**config.mk**
```make
export PLATFORM = sky130hd
export DESIGN_NAME = tconv_sequencer
export DESIGN_NICKNAME = d
export VERILOG_FILES = /design/src/rtl/tcs_pkg.sv /design/src/rtl/tcs_rst_sync.sv /design/src/rtl/tcs_cfg_reg.sv /design/src/rtl/tcs_window_timer.sv /design/src/rtl/tcs_mode_fsm.sv /design/src/rtl/tcs_result_reg.sv /design/src/rtl/tconv_sequencer.sv
export SDC_FILE = /design/constraint.sdc
export NUM_CORES = 1
export LEC_CHECK = 0
export BUFFER_PORTS_ARGS = -buffer_cell sky130_fd_sc_hd__buf_2
export CAP_MARGIN = 20
export CORE_ASPECT_RATIO = 0.75
export CORE_MARGIN = 4
export CORE_UTILIZATION = 40
export DETAILED_ROUTE_END_ITERATION = 10
export HOLD_SLACK_MARGIN = 0.06
export PLACE_DENSITY = 0.59
export SYNTH_ARGS = -nofsm -noshare
export SYNTH_HDL_FRONTEND = slang
export SYNTH_SLANG_ARGS = --single-unit
```
**constraint.sdc**
```tcl
create_clock -name clk -period 2.95 [get_ports clk]
set_input_delay 0.1475 -clock clk [delete_from_list [all_inputs] [get_ports clk]]
set_output_delay 0.1475 -clock clk [all_outputs]
set_load 0.02 [all_outputs]
```
**src/rtl/tcs_pkg.sv**
```systemverilog
package tcs_pkg;

  typedef enum logic [1:0] {
    MODE_RUN     = 2'b00,
    MODE_SINGLE  = 2'b01,
    MODE_PERIOD  = 2'b10,
    MODE_STOP    = 2'b11
  } tcs_mode_e;

  typedef enum logic [1:0] {
    ST_IDLE = 2'b00,
    ST_CONV = 2'b01,
    ST_REST = 2'b10
  } tcs_state_e;

  localparam int CFG_MODE_LSB = 0;
  localparam int CFG_RES_BIT  = 7;

endpackage

```
**src/rtl/tcs_rst_sync.sv**
```systemverilog
module tcs_rst_sync (
  input  logic clk,
  input  logic rst_n,
  output logic rst_sync_n
);

  logic [1:0] sync_q;

  always_ff @(posedge clk or negedge rst_n) begin
    if (!rst_n) sync_q <= 2'b00;
    else        sync_q <= {sync_q[0], 1'b1};
  end

  assign rst_sync_n = sync_q[1];

endmodule

```
**src/rtl/tcs_cfg_reg.sv**
```systemverilog
module tcs_cfg_reg
  import tcs_pkg::*;
(
  input  logic      clk,
  input  logic      rst_n,
  input  logic      wr_en,
  input  logic [7:0] wr_data,
  output tcs_mode_e mode,
  output logic      hi_res
);

  tcs_mode_e mode_q, mode_d;
  logic      res_q,  res_d;
  logic      unused_cfg_bits;

  assign unused_cfg_bits = ^wr_data[6:2];

  always_comb begin
    mode_d = mode_q;
    res_d  = res_q;
    if (wr_en) begin
      mode_d = tcs_mode_e'(wr_data[CFG_MODE_LSB +: 2]);
      res_d  = wr_data[CFG_RES_BIT];
    end
  end

  always_ff @(posedge clk or negedge rst_n) begin
    if (!rst_n) begin
      mode_q <= MODE_RUN;
      res_q  <= 1'b0;
    end else if (wr_en) begin
      mode_q <= mode_d;
      res_q  <= res_d;
    end
  end

  assign mode   = mode_q;
  assign hi_res = res_q;

  // without a write the resolution bit never moves
  a_r7_res_only_on_write: assert property (@(posedge clk) disable iff (!rst_n)
    !wr_en |=> $stable(res_q));

endmodule

```
**src/rtl/tcs_window_timer.sv**
```systemverilog
module tcs_window_timer #(
  parameter int TICKS_PER_MS = 125000,
  parameter int MS_W         = 10
) (
  input  logic            clk,
  input  logic            rst_n,
  input  logic            clr,
  input  logic [MS_W-1:0] len_ms,
  output logic            expire
);

  localparam int PRE_W = (TICKS_PER_MS > 1) ? $clog2(TICKS_PER_MS) : 1;

  logic            ms_tick;
  logic [MS_W-1:0] ms_q, ms_d;

  generate
    if (TICKS_PER_MS == 1) begin : g_no_div
      assign ms_tick = 1'b1;
    end else begin : g_div
      logic [PRE_W-1:0] pre_q, pre_d;
      logic             pre_wrap;

      assign pre_wrap = (pre_q == PRE_W'(TICKS_PER_MS - 1));
      assign ms_tick  = pre_wrap;

      always_comb begin
        if (clr)           pre_d = '0;
        else if (pre_wrap) pre_d = '0;
        else               pre_d = pre_q + 1'b1;
      end

      always_ff @(posedge clk or negedge rst_n) begin
        if (!rst_n) pre_q <= '0;
        else        pre_q <= pre_d;
      end

      // the prescaler restarts from zero at every window start
      a_r2_pre_restart: assert property (@(posedge clk) disable iff (!rst_n)
        clr |=> (pre_q == '0));
    end
  endgenerate

  assign expire = ms_tick && (ms_q == (len_ms - 1'b1));

  always_comb begin
    if (clr)          ms_d = '0;
    else if (ms_tick) ms_d = ms_q + 1'b1;
    else              ms_d = ms_q;
  end

  always_ff @(posedge clk or negedge rst_n) begin
    if (!rst_n)              ms_q <= '0;
    else if (clr || ms_tick) ms_q <= ms_d;
  end

endmodule

```
**src/rtl/tcs_mode_fsm.sv**
```systemverilog
module tcs_mode_fsm
  import tcs_pkg::*;
#(
  parameter int FAST_MS   = 6,
  parameter int NORMAL_MS = 240,
  parameter int SPS_MS    = 60,
  parameter int PERIOD_MS = 1000,
  parameter int MS_W      = 10
) (
  input  logic            clk,
  input  logic            rst_n,
  input  tcs_mode_e       mode,
  input  logic            hi_res,
  input  logic            oneshot_req,
  input  logic            expire,
  output logic            timer_clr,
  output logic [MS_W-1:0] len_ms,
  output logic            start,
  output logic            busy,
  output logic            capture,
  output logic            res_used
);

  tcs_state_e      state_q, state_d;
  logic [MS_W-1:0] len_q, len_d;
  logic [MS_W-1:0] clen_q, clen_d;
  logic [MS_W-1:0] new_len;
  logic            first_q, first_d;
  logic            pend_q, pend_d;
  logic            res_q, res_d;
  logic            start_q;
  logic            go, rest, want, req_any;

  assign req_any = pend_q || (oneshot_req && (mode == MODE_SINGLE));
  assign want    = (mode == MODE_RUN) || (mode == MODE_PERIOD) ||
                   ((mode == MODE_SINGLE) && req_any);

  always_comb begin
    if (first_q)                  new_len = MS_W'(FAST_MS);
    else if (mode == MODE_PERIOD) new_len = MS_W'(SPS_MS);
    else                          new_len = MS_W'(NORMAL_MS);
  end

  always_comb begin
    state_d = state_q;
    len_d   = len_q;
    clen_d  = clen_q;
    first_d = first_q;
    res_d   = res_q;
    go      = 1'b0;
    rest    = 1'b0;
    capture = 1'b0;
    case (state_q)
      ST_IDLE: go = want;
      ST_CONV: begin
        if (expire) begin
          capture = 1'b1;
          if (mode == MODE_PERIOD) rest = 1'b1;
          else if (want)           go   = 1'b1;
          else                     state_d = ST_IDLE;
        end
      end
      ST_REST: begin
        if (mode != MODE_PERIOD) state_d = ST_IDLE;
        else if (expire)         go      = 1'b1;
      end
      default: state_d = ST_IDLE;
    endcase
    if (rest) begin
      state_d = ST_REST;
      len_d   = MS_W'(PERIOD_MS) - clen_q;
    end
    if (go) begin
      state_d = ST_CONV;
      len_d   = new_len;
      clen_d  = new_len;
      first_d = 1'b0;
      res_d   = hi_res;
    end
    pend_d = (mode == MODE_SINGLE) ? (req_any && !go) : 1'b0;
  end

  assign timer_clr = go || rest;

  always_ff @(posedge clk or negedge rst_n) begin
    if (!rst_n) begin
      state_q <= ST_IDLE;
      first_q <= 1'b1;
      pend_q  <= 1'b0;
      start_q <= 1'b0;
    end else begin
      state_q <= state_d;
      first_q <= first_d;
      pend_q  <= pend_d;
      start_q <= go;
    end
  end

  always_ff @(posedge clk or negedge rst_n) begin
    if (!rst_n) begin
      len_q  <= '0;
      clen_q <= '0;
      res_q  <= 1'b0;
    end else if (go || rest) begin
      len_q  <= len_d;
      clen_q <= clen_d;
      res_q  <= res_d;
    end
  end

  assign len_ms   = len_q;
  assign start    = start_q;
  assign busy     = (state_q == ST_CONV);
  assign res_used = res_q;

  // stopped mode never launches from idle
  a_r6_stop_no_start: assert property (@(posedge clk) disable iff (!rst_n)
    (state_q == ST_IDLE && mode == MODE_STOP) |=> !start_q);

  // single mode without a pending request stays idle
  a_r4_single_needs_req: assert property (@(posedge clk) disable iff (!rst_n)
    (state_q == ST_IDLE && mode == MODE_SINGLE && !pend_q && !oneshot_req) |=> !start_q);

  // a conversion is never abandoned before its window expires
  a_r9_no_abort: assert property (@(posedge clk) disable iff (!rst_n)
    (state_q == ST_CONV && !expire) |=> (state_q == ST_CONV));

  // the rest interval is only entered from a finished conversion
  a_r5_rest_entry: assert property (@(posedge clk) disable iff (!rst_n)
    $rose(state_q == ST_REST) |-> $past(state_q == ST_CONV));

endmodule

```
**src/rtl/tcs_result_reg.sv**
```systemverilog
module tcs_result_reg #(
  parameter int DATA_W      = 16,
  parameter int LO_RES_BITS = 13
) (
  input  logic              clk,
  input  logic              rst_n,
  input  logic              capture,
  input  logic              hi_res,
  input  logic [DATA_W-1:0] sample,
  output logic [DATA_W-1:0] temp,
  output logic              valid
);

  localparam int DROP = DATA_W - LO_RES_BITS;

  logic [DATA_W-1:0] fmt;
  logic [DATA_W-1:0] temp_q;
  logic              valid_q;
  logic              hres_q;

  genvar gi;
  generate
    for (gi = 0; gi < DATA_W; gi++) begin : g_bit
      if (gi < DROP) begin : g_lo
        assign fmt[gi] = hi_res & sample[gi];
      end else begin : g_hi
        assign fmt[gi] = sample[gi];
      end
    end
  endgenerate

  always_ff @(posedge clk or negedge rst_n) begin
    if (!rst_n) begin
      temp_q <= '0;
      hres_q <= 1'b0;
    end else if (capture) begin
      temp_q <= fmt;
      hres_q <= hi_res;
    end
  end

  always_ff @(posedge clk or negedge rst_n) begin
    if (!rst_n) valid_q <= 1'b0;
    else        valid_q <= capture;
  end

  assign temp  = temp_q;
  assign valid = valid_q;

  // a coarse result carries zeros below its LSB
  a_r8_coarse_lsbs: assert property (@(posedge clk) disable iff (!rst_n)
    (valid_q && !hres_q) |-> (temp_q[DROP-1:0] == '0));

  // no store without capture, and the strobe lasts one cycle
  a_r10_hold: assert property (@(posedge clk) disable iff (!rst_n)
    !capture |=> $stable(temp_q));
  a_r10_one_cycle: assert property (@(posedge clk) disable iff (!rst_n)
    valid_q |=> !valid_q);

endmodule

```
**src/rtl/tconv_sequencer.sv**
```systemverilog
module tconv_sequencer
  import tcs_pkg::*;
#(
  parameter int TICKS_PER_MS = 125000,
  parameter int FAST_MS      = 6,
  parameter int NORMAL_MS    = 240,
  parameter int SPS_MS       = 60,
  parameter int PERIOD_MS    = 1000,
  parameter int DATA_W       = 16,
  parameter int LO_RES_BITS  = 13
) (
  input  logic              clk,
  input  logic              rst_n,
  input  logic              cfg_we,
  input  logic [7:0]        cfg_wdata,
  input  logic              oneshot_req,
  input  logic [DATA_W-1:0] adc_sample,
  output logic              conv_start,
  output logic              conv_busy,
  output logic [DATA_W-1:0] temp_word,
  output logic              temp_valid
);

  localparam int MS_W = $clog2(PERIOD_MS + 1);

  logic            rst_i_n;
  tcs_mode_e       mode;
  logic            hi_res;
  logic            expire, timer_clr, capture, res_used;
  logic [MS_W-1:0] len_ms;

  tcs_rst_sync u_rst (
    .clk        (clk),
    .rst_n      (rst_n),
    .rst_sync_n (rst_i_n)
  );

  tcs_cfg_reg u_cfg (
    .clk     (clk),
    .rst_n   (rst_i_n),
    .wr_en   (cfg_we),
    .wr_data (cfg_wdata),
    .mode    (mode),
    .hi_res  (hi_res)
  );

  tcs_window_timer #(
    .TICKS_PER_MS (TICKS_PER_MS),
    .MS_W         (MS_W)
  ) u_timer (
    .clk    (clk),
    .rst_n  (rst_i_n),
    .clr    (timer_clr),
    .len_ms (len_ms),
    .expire (expire)
  );

  tcs_mode_fsm #(
    .FAST_MS   (FAST_MS),
    .NORMAL_MS (NORMAL_MS),
    .SPS_MS    (SPS_MS),
    .PERIOD_MS (PERIOD_MS),
    .MS_W      (MS_W)
  ) u_fsm (
    .clk         (clk),
    .rst_n       (rst_i_n),
    .mode        (mode),
    .hi_res      (hi_res),
    .oneshot_req (oneshot_req),
    .expire      (expire),
    .timer_clr   (timer_clr),
    .len_ms      (len_ms),
    .start       (conv_start),
    .busy        (conv_busy),
    .capture     (capture),
    .res_used    (res_used)
  );

  tcs_result_reg #(
    .DATA_W      (DATA_W),
    .LO_RES_BITS (LO_RES_BITS)
  ) u_result (
    .clk     (clk),
    .rst_n   (rst_i_n),
    .capture (capture),
    .hi_res  (res_used),
    .sample  (adc_sample),
    .temp    (temp_word),
    .valid   (temp_valid)
  );

  // while stopped and not converting, the stored word is frozen
  a_r6_stop_hold: assert property (@(posedge clk) disable iff (!rst_i_n)
    (mode == MODE_STOP && !conv_busy) |=> $stable(temp_word));

  // a start pulse always opens a busy window
  a_r3_start_in_window: assert property (@(posedge clk) disable iff (!rst_i_n)
    conv_start |-> conv_busy);

endmodule

```
==> Yosys cells after proc, flatten, opt, wreduce, memory -nomap -nowiden <==
Index checks and enable logic that the tools add are counted.
Widths: inputs -> output; s select.
{ "op_classes": {"add_sub_neg": 4, "n_mul": 0, "n_div": 0, "n_lt_le_gt_ge": 0, "n_eq_ne": 12, "shifts": 0, "muxes": 26, "n_bitwise": 3, "n_reduce_logical": 18} }
{ "op_table": {"columns": ["operator", "n"], "rows": [
  ["$mux 10", 4],
  ["$mux 17", 2],
  ["$add 17x1->17 const B", 1],
  ["$eq 17x17->1 const B", 1],
  ["$mux 8", 2],
  ["$mux 2", 6],
  ["$add 10x1->10 const B", 1],
  ["$eq 10x10->1", 1],
  ["$mux 1", 10],
  ["$sub 10x1->10 const B", 1],
  ["$sub 10x10->10 const A", 1],
  ["$ne 4x1->1 const B", 2],
  ["$ne 4x2->1 const B", 2],
  ["$pmux 2 s3", 1],
  ["$reduce_and 2->1", 3],
  ["$logic_or 1x1->1", 5],
  ["$reduce_and 5->1", 1],
  ["$eq 2x1->1 const B", 2],
  ["$eq 2x2->1 const B", 2],
  ["$logic_and 1x1->1", 4],
  ["$logic_not 2->1", 2],
  ["$reduce_bool 2->1", 2],
  ["$and 1x1->1", 3],
  ["$ne 3x1->1 const B", 1],
  ["3 further kinds", 3]
]} }
{ "word_totals": {"reg_bits": 75, "latch_bits": 0, "ramBits": 0, "mem_bits_ro": 0, "output_inout_bits": 19, "wordCells": 77, "memories": 0} }

==> Logic depth before layout (Yosys ltp) <==
Gate-level depths: netlist of run 1.
{ "depth": {"ltp_word": 12, "depth_mapped": 11} }

==> Cells and area by module <==
From an unflattened synthesis of run 1, not the netlist that was laid out.
{ "hier_totals": {"cells_unflattened": 315, "area_unflattened_um2": 3407.0} }
{ "modules_own_cells": {"columns": ["module", "n_inst", "cells_each", "area_each_um2", "seq_area_each_um2"], "rows": [
  ["tcs_window_timer", 1, 180, 1636.6, 675.6],
  ["tcs_mode_fsm", 1, 85, 953.4, 501.7],
  ["tcs_result_reg", 1, 41, 654.4, 425.4],
  ["tcs_cfg_reg", 1, 6, 108.9, 75.1],
  ["tcs_rst_sync", 1, 3, 53.8, 50.0]
]} }

==> Worst setup path after synthesis of run 1 <==
No wires, ideal clock.
{ "synth_timing": {"path_kind": "reg2reg", "startpoint": "reg u_timer.g_div.pre_q[8]", "endpoint": "reg u_fsm.len_q[4], in the netlist u_fsm.len_ms[4]", "setup_ns": 0.125, "t_arrival_ns": 2.600, "required_ns": 2.825, "path_slack_ns": 0.225, "stages_incl_launch_ff": 8, "period_less_slack_ns": 2.725, "cell_sequence": "dfrtp_1 or4b_4 nor4_4 o211ai_4 nor4_4 a211o_1 buf_4 mux2_2"} }
{ "synth_via": {"elab_chain_len": 7} }
{ "synth_lines": {"columns": ["item", "line_no", "source"], "rows": [
  ["start, declared", "tcs_window_timer.sv:21", "logic [PRE_W-1:0] pre_q, pre_d;"],
  ["start signal, assigned", "tcs_window_timer.sv:35", "else pre_q <= pre_d;"],
  ["$eq 17x17->1 (*)", "tcs_window_timer.sv:24", "assign pre_wrap = (pre_q == PRE_W'(TICKS_PER_MS - 1));"],
  ["$logic_and 1x1->1 (*)", "tcs_window_timer.sv:44", "assign expire = ms_tick && (ms_q == (len_ms - 1'b1));"],
  ["$mux 1", "tcs_mode_fsm.sv:65", "else if (expire) go = 1'b1;"],
  ["$mux 1", "tcs_mode_fsm.sv:64", "if (mode != MODE_PERIOD) state_d = ST_IDLE;"],
  ["$pmux 1 s3", "tcs_mode_fsm.sv:53", "case (state_q)"],
  ["$reduce_bool 2->1 (no line) / $logic_or 1x1->1 (equally long branches)", null, null],
  ["$reduce_and 2->1 (no line)", null, null],
  ["end signal, assigned", "tcs_mode_fsm.sv:105", "len_q <= len_d;"],
  ["end, declared", "tcs_mode_fsm.sv:25", "logic [MS_W-1:0] len_q, len_d;"]
]} }
Every way passes the cells marked *; elsewhere a longest branch is shown, timed or not.
A chain may end at the register's enable or synchronous reset.

==> Worst setup path after layout of run 1 <==
{ "layout_timing": {"startpoint": "reg u_fsm.len_q[1], in the netlist u_fsm.len_ms[1]", "endpoint": "reg u_timer.g_div.pre_q[14]"} }
{ "layout_via": {"elab_chain_len": 8} }
{ "layout_lines": {"columns": ["item", "line_no", "source"], "rows": [
  ["$sub 10x1->10 (*)", "tcs_window_timer.sv:44", null],
  ["$eq 10x10->1 (*)", "tcs_window_timer.sv:44", null],
  ["$logic_and 1x1->1 (*)", "tcs_window_timer.sv:44", null],
  ["$mux 1", "tcs_mode_fsm.sv:65", null],
  ["$mux 1", "tcs_mode_fsm.sv:64", null],
  ["$pmux 1 s3", "tcs_mode_fsm.sv:53", null],
  ["$logic_or 1x1->1 (*)", "tcs_mode_fsm.sv:83", "assign timer_clr = go || rest;"],
  ["$mux 17 (*)", "tcs_window_timer.sv:28", "if (clr) pre_d = '0;"],
  ["net u_timer.g_div.pre_d[14]", "tcs_window_timer.sv:21", null]
]} }
Mark *: on every way through the listed nets, which the timed path passes. The rest lies on a longest branch.

==> results of run 1 <==
-- registers in the layout (all words and copies together) (netlist names), 2 cells and up --
| name | count |
|---|---|
| u_timer.g_div.pre_q | 17 |
| u_result.temp | 16 |
| u_timer.ms_q | 10 |
| u_fsm.len_ms | 9 |
| u_fsm.clen_q | 5 |
| u_cfg.mode | 2 |
| u_fsm.state_q | 2 |
| u_rst.sync_q | 2 |
-- tightest hold or removal path, delay by kind of cell --
family	cells	cell delay, ns
buf+inv	1	0.10
compound gates	1	0.08
simple gates	1	0.05
-- per-layer routing --
layer | vias to the layer above | track usage | wire length (um)
met3 | 4 | 0.0554 | 285
met1 | 1245 | 0.203 | 3400
met2 | 30 | 0.230 | 3370
li1 | 1248 | - | -
met5 | - | 0 | 0
met4 | 0 | 0.0426 | 36
-- path summary, 6_finish.rpt --
path / from / end / slack [ns] / depth (start not counted)
max: u_fsm.len_ms[1] / u_timer.g_div.pre_q[14] / 0.19 / 11
min: adc_sample[2] / u_result.temp[2] / 0.09 / 3
max reg2reg: u_fsm.len_ms[1] / u_timer.g_div.pre_q[14] / 0.19 / 11
min reg2reg: u_rst.sync_q[1] / u_fsm.clen_q[5] / 0.31 / 0
max in group asynchronous: u_rst.sync_q[1] / u_fsm.first_q / 1.87 / 1
min in group asynchronous: rst_n / u_rst.sync_q[1] / 0.13 / 2
-- synthesized netlist by cell type, drive strengths merged, types with 5 or more instances --
| cell | n | area share |
|---|---|---|
| nand2 | 14 | 0.016 |
| nand3 | 8 | 0.012 |
| a21oi | 8 | 0.012 |
| xnor2 | 15 | 0.038 |
| o21ai | 11 | 0.016 |
| nand4 | 13 | 0.025 |
| and3 | 8 | 0.015 |
| nor4 | 5 | 0.027 |
| ha | 5 | 0.018 |
| nor3 | 7 | 0.012 |
| xor2 | 24 | 0.061 |
| mux2 | 22 | 0.074 |
| inv | 13 | 0.014 |
| dfrtp | 68 | 0.49 |
| nor2 | 41 | 0.045 |
| buf | 8 | 0.015 |
-- cell type report --
class | count | area (um2)
Tap cell | 108 | 135
Fill cell | 798 | 4020
Inverter | 13 | 48.8
Timing Repair Buffer | 76 | 531
Sequential cell | 69 | 1730
Clock inverter | 7 | 96.3
Multi-Input combinational cell | 222 | 1630
Clock buffer | 9 | 225
-- through the flow --
step | area, um2 | power (mW) | hold slack (ns)
after floorplan | 3440 | 1.55 | -0.148
after global placement | 3850 | 1.67 | -0.0674
after detailed placement | 3850 | 1.68 | -0.0633
after CTS | 4370 | 2.89 | 0.0635
after global routing | 4400 | 3.02 | 0.0855
final | 4400 | 2.86 | 0.0948
-- repair_timing --
item	in CTS	in global routing
hold buffers	20	0
setup endpoints to repair	0	39
setup buffers	0	1
hold endpoints to repair	20	0
gates resized for setup	0	4
-- cells by family (layout without fill, tap and decap cells) --
group | after synthesis | after routing | share of synthesized area
AOI/OAI and AO/OA | 34 | 34 | 0.0647
xor gates and xnor gates | 39 | 39 | 0.0993
adders and majority gates | 5 | 5 | 0.0182
buffers and inverters | 21 | 105 | 0.0291
DFF | 69 | 69 | 0.502
muxes | 26 | 26 | 0.0858
other | 1 | 1 | 0.00109
and+or+nand+nor | 117 | 117 | 0.200
-- power groups by stage --
| stage | Clock, mW | Combinational [mW] | Sequential [mW] |
|---|---|---|---|
| 2_1_floorplan | 0 | 0.352 | 1.20 |
| 3_3_place_gp | 0 | 0.447 | 1.22 |
| 3_5_place_dp | 0 | 0.461 | 1.22 |
| 4_1_cts | 1.20 | 0.484 | 1.21 |
| 5_1_grt | 1.23 | 0.555 | 1.23 |
| 6_report | 1.16 | 0.489 | 1.21 |
==> summary.md, run 1 <==
| Metric | Value |
|---|---|
| Status | completed |
| Final setup viols | 0 |
| Max Clock Skew | 0.00619 ns |
| Total core area | 8420 um2 |
| Period utilization | 0.935 |
| Max Cap Viol | 0 |
| Detailed Place HPWL | 4.98 mm |
| # IOs | 47 |
| PD cells | 650 nW/um2 |
| Worst vdd ir | 0.480 mV |
| Post-synth EDFFs | 0 |
| Total grt overflow | 0 |
| NetSw | 0.800 mW |
| Initial DRC count | 91 |
| H-tree levels | 3 |
| Synth Area per Inst | 11.0 um2 |
| P_int | 2.06 mW |
| Hold Crit Class | in2reg |
| Sequential fraction of design power | 0.423 |
| Buf/Inv on CP | 3 |
| Setup TNS | 0 ns |
| CP max stage delay | 0.45 ns |
| Sw frac | 0.280 |
| Yosys reg bits | 69 |
| Post-Route Utilization | 0.522 |
| Vias per cell | 5.01 |
| RSZ-0062 raised after global routing | false |
| Largest net degree at the start of global routing | 32 |
| Max Fanout on Critical Path | 16 |
| DRT antenna net count | 0 |
| Num rows | 29 |
| Layout cells sized above 1 | 0.275 |
| Slew headroom | 0.555 |
| Clock transition at path regs | 0.06 ns |
| Post-Synthesis Cells | 312 |
| Placed insts | 467 |
| Arrival @ worst endpoint | 2.98 ns |
| Final net count | 424 |
| Root buffer cell | clkbuf_16 |
| Comb power frac | 0.171 |
| Drt first pass iters | 4 |
| Clk pwr share | 0.406 |
| Worst Setup End Kind | flop |
| Commonest non-fill, non-tap cells in the layout | dfrtp_1 (67), nor2_1 (41), buf_2 (41) |
| Vias in the first global route | 2463 |
| Pins Over Slew Limit | 0 |
| Max Freq | 0.363 GHz |
| CP Class | reg2reg |
| Num CTS Buffers | 9 |
| Synth Flop Type | dfrtp_1 |
| N_diodes | 0 |
| Clock Sink Count | 69 |
| Dpl ws | 0.103 ns |
| WP data required | 3.17 ns |
| First-pass GRT wire length | 12.0 mm |
| Setup ws final | 0.191 ns |
| Post-synthesis async set-or-reset flop share | 1.00 |
| Cell Chain, Critical Path | inv_1, ha_1, nor3b_1, buf_4, xnor2_1, nand4_2, nor4_4, a211o_2, or2_1, buf_12, nor2_1 |
| Worst Max-Slew Pin Slew | 0.667 ns |
| Initial antenna violation count | 0 |
| Routability cong. | 0.760 |
| Chip height | 88.3 um |
| Net Count, Synth | 345 |
| Setup crit start kind | flop |
| Non-Filler Instances | 504 |
| TritonCTS clock tree | yes |
| Lkg Pwr | 2.05 nW |
| Clock latency on the worst-skew pair | 0.33 ns |
| Wire per inst | 14.1 um |
| Delay-heaviest family, CP | simple AND/OR/NAND/NOR gates |
| Syn. warnings | 0 |
| Max clock buf depth | 2 |
| Area Overhead vs Synth | 27.7% |
| Port-buffer cells | 41 |
| Synth unique cells | 50 |
| Vias | 2527 |
| GRT Overall Usage | 0.150 |
| Overall die area | 10200 um2 |
| Most common cell after layout, fill and taps aside | dfrtp_1 |
| Synthesized area | 3440 um2 |
| Register area share after synthesis | 0.502 |
| Die Width | 115 um |
| DR DRC count | 0 |
| Starting density of the core | 0.409 |
| WL final | 7.08 mm |
| Hold Violations, Final | 0 |
| Minimum clock period | 2.76 ns |
| Worst-path cell with the longest stage delay | nor4_4 |
(Power assumes the default switching activity.)
==> run 2, diff against run 1 <==
Clock period 2.95 ns to 3 ns, I/O delays scaled along.
==> run 2 against run 1 <==
Against the previous run: first-iteration DRC count up 49%; total power down 5.7%; global-route usage down 0.28 points; register-to-register slack about the same.
==> summary.md, run 2 (synthesis results as in run 1) <==
| Metric | Value |
|---|---|
| Status | completed (unchanged) |
| Hold Crit Class | in2reg (unchanged) |
| Die Width | 115 um (unchanged) |
| CP max stage delay | 0.56 ns (was 0.45 ns) |
| Max clock buf depth | 2 (unchanged) |
| Max Fanout on Critical Path | 12 (was 16) |
| Worst vdd ir | 0.481 mV (was 0.480 mV) |
| Largest register FFs | 17 (unchanged) |
| Setup crit start kind | flop (unchanged) |
| Initial DRC count | 136 (was 91) |
| Detailed Place HPWL | 4.81 mm (was 4.98 mm) |
| Total grt overflow | 0 (unchanged) |
| DRT antenna net count | 0 (unchanged) |
| Initial antenna violation count | 0 (unchanged) |
| WL final | 6.91 mm (was 7.08 mm) |
| Lkg Pwr | 1.99 nW (was 2.05 nW) |
| Dpl ws | 0.164 ns (was 0.103 ns) |
| Max Freq | 0.358 GHz (was 0.363 GHz) |
| Minimum clock period | 2.80 ns (was 2.76 ns) |
| Largest net degree at the start of global routing | 43 (was 32) |
| Max Cap Viol | 0 (unchanged) |
| Period utilization | 0.932 (was 0.935) |
| Worst Setup End Kind | flop (unchanged) |
| N_diodes | 0 (unchanged) |
| Clock latency on the worst-skew pair | 0.33 ns (about the same) |
| # IOs | 47 (unchanged) |
| TritonCTS clock tree | yes (unchanged) |
| GRT Overall Usage | 0.148 (was 0.150) |
| Vias in the first global route | 2413 (was 2463) |
| Clock transition at path regs | 0.06 ns (about the same) |
| PD cells | 626 nW/um2 (was 650 nW/um2) |
| Wire per inst | 13.9 um (was 14.1 um) |
| Cell Chain, Critical Path | or4_1, or3_1, nand4_2, nor4_4, nor3_2, buf_4, a31oi_1, mux2_2 (was inv_1, ha_1, nor3b_1, buf_4, xnor2_1, nand4_2, nor4_4, a211o_2, or2_1, buf_12, nor2_1) |
| Chip height | 88.3 um (unchanged) |
| Setup ws final | 0.204 ns (was 0.191 ns) |
| Slew headroom | 0.414 (was 0.555) |
| Num rows | 29 (unchanged) |
| Vias | 2449 (was 2527) |
| Hold Violations, Final | 0 (unchanged) |
| Final net count | 417 (was 424) |
| Post-Route Utilization | 0.511 (was 0.522) |
| Worst Max-Slew Pin Slew | 0.879 ns (was 0.667 ns) |
| Max Clock Skew | 0.00722 ns (was 0.00619 ns) |
| Setup TNS | 0 ns (unchanged) |
| Root buffer cell | clkbuf_16 (unchanged) |
| Non-Filler Instances | 497 (was 504) |
| Largest reg by FF count | u_timer.g_div.pre_q (unchanged) |
| Placed insts | 462 (was 467) |
| Num CTS Buffers | 9 (unchanged) |
| Worst-path cell with the longest stage delay | or4_1 (was nor4_4) |
| DR DRC count | 0 (unchanged) |
| First-pass GRT wire length | 11.7 mm (was 12.0 mm) |
| Vias per cell | 4.93 (was 5.01) |
| RSZ-0062 raised after global routing | false (unchanged) |
| WP data required | 3.21 ns (was 3.17 ns) |
| Routability cong. | 0.802 (was 0.760) |
| Overall die area | 10200 um2 (unchanged) |
| CP Class | reg2reg (unchanged) |
| H-tree levels | 3 (unchanged) |
| Layout cells sized above 1 | 0.257 (was 0.275) |
| Starting density of the core | 0.409 (unchanged) |
| Most common cell after layout, fill and taps aside | dfrtp_1 (unchanged) |
| Commonest non-fill, non-tap cells in the layout | dfrtp_1 (67), nor2_1 (41), buf_2 (41) (unchanged) |
| Total core area | 8420 um2 (unchanged) |
| Final setup viols | 0 (unchanged) |
| Pins Over Slew Limit | 0 (unchanged) |
| Area Overhead vs Synth | 25.0% (was 27.7%) |
| Drt first pass iters | 4 (unchanged) |
| Clock Sink Count | 69 (unchanged) |
| Port-buffer cells | 41 (unchanged) |
| Arrival @ worst endpoint | 3.01 ns (was 2.98 ns) |
[run 2: cell types whose count changed in the layout (fill, tap and decap cells not counted), sizes merged]
cell,change
bufinv,-1
clkinv,-1
dlygate4sd3,-1
clkinvlp,+1
clkbuf,+3
inv,-2
buf,-6
[run 2: where the power goes]
part / switching [mW] / total (mW) / leakage (nW) / internal, mW
sequential: 0.147 / 1.19 / 0.844 / 1.05
clock: 0.372 / 1.04 / 0.143 / 0.663
combinational: 0.230 / 0.464 / 1.01 / 0.234
[run 2: final timing paths]
kind	end	startpoint	cells after the start	slack (ns)
min in group asynchronous	u_rst.sync_q[1]	rst_n	2	0.14
worst max register to register	u_fsm.len_ms[5]	u_fsm.len_ms[1]	8	0.20
max in group asynchronous	u_timer.ms_q[4]	u_rst.sync_q[1]	1	1.85
worst max-delay path	u_fsm.len_ms[5]	u_fsm.len_ms[1]	8	0.20
worst min-delay path	u_result.temp[1]	adc_sample[1]	3	0.07
worst min register to register	u_rst.sync_q[1]	u_rst.sync_q[0]	0	0.36
[run 2: worst max-delay path, delay by kind of cell (launching register included)]
family,cells,cell delay [ns]
multiplexers,1,0.26
AND/OR/NAND/NOR,5,1.59
buffers and inverters,1,0.27
flip-flops,1,0.44
AO/OA/AOI/OAI,1,0.11
[run 2: area by class of cell]
type	instances	area [um2]
Sequential cell	69	1730
Timing Repair Buffer	69	475
Tap cell	108	135
Inverter	13	48.8
Clock buffer	12	246
Multi-Input combinational cell	222	1620
Fill cell	768	4120
Clock inverter	4	47.5
[run 2: stage by stage]
step / total power [mW] / hold slack, ns / area (um2)
after CTS: 2.73 / 0.0604 / 4300
after detailed placement: 1.65 / -0.0602 / 3810
after floorplan: 1.53 / -0.146 / 3440
final: 2.69 / 0.0723 / 4300
after global routing: 2.85 / 0.0690 / 4300
after global placement: 1.63 / -0.0648 / 3810
[run 2: routing by layer]
layer,global-route usage,wire length (um)
met5,0,0
met4,0.0405,68
met3,0.0506,252
met2,0.221,3210
met1,0.206,3380
[run 2: repair_timing]
item,4_1_cts,5_1_grt
buffers inserted,0,0
hold buffers,19,0
endpoints found under the setup margin,0,34
endpoints found under the hold margin,19,0
gates resized for setup,0,2
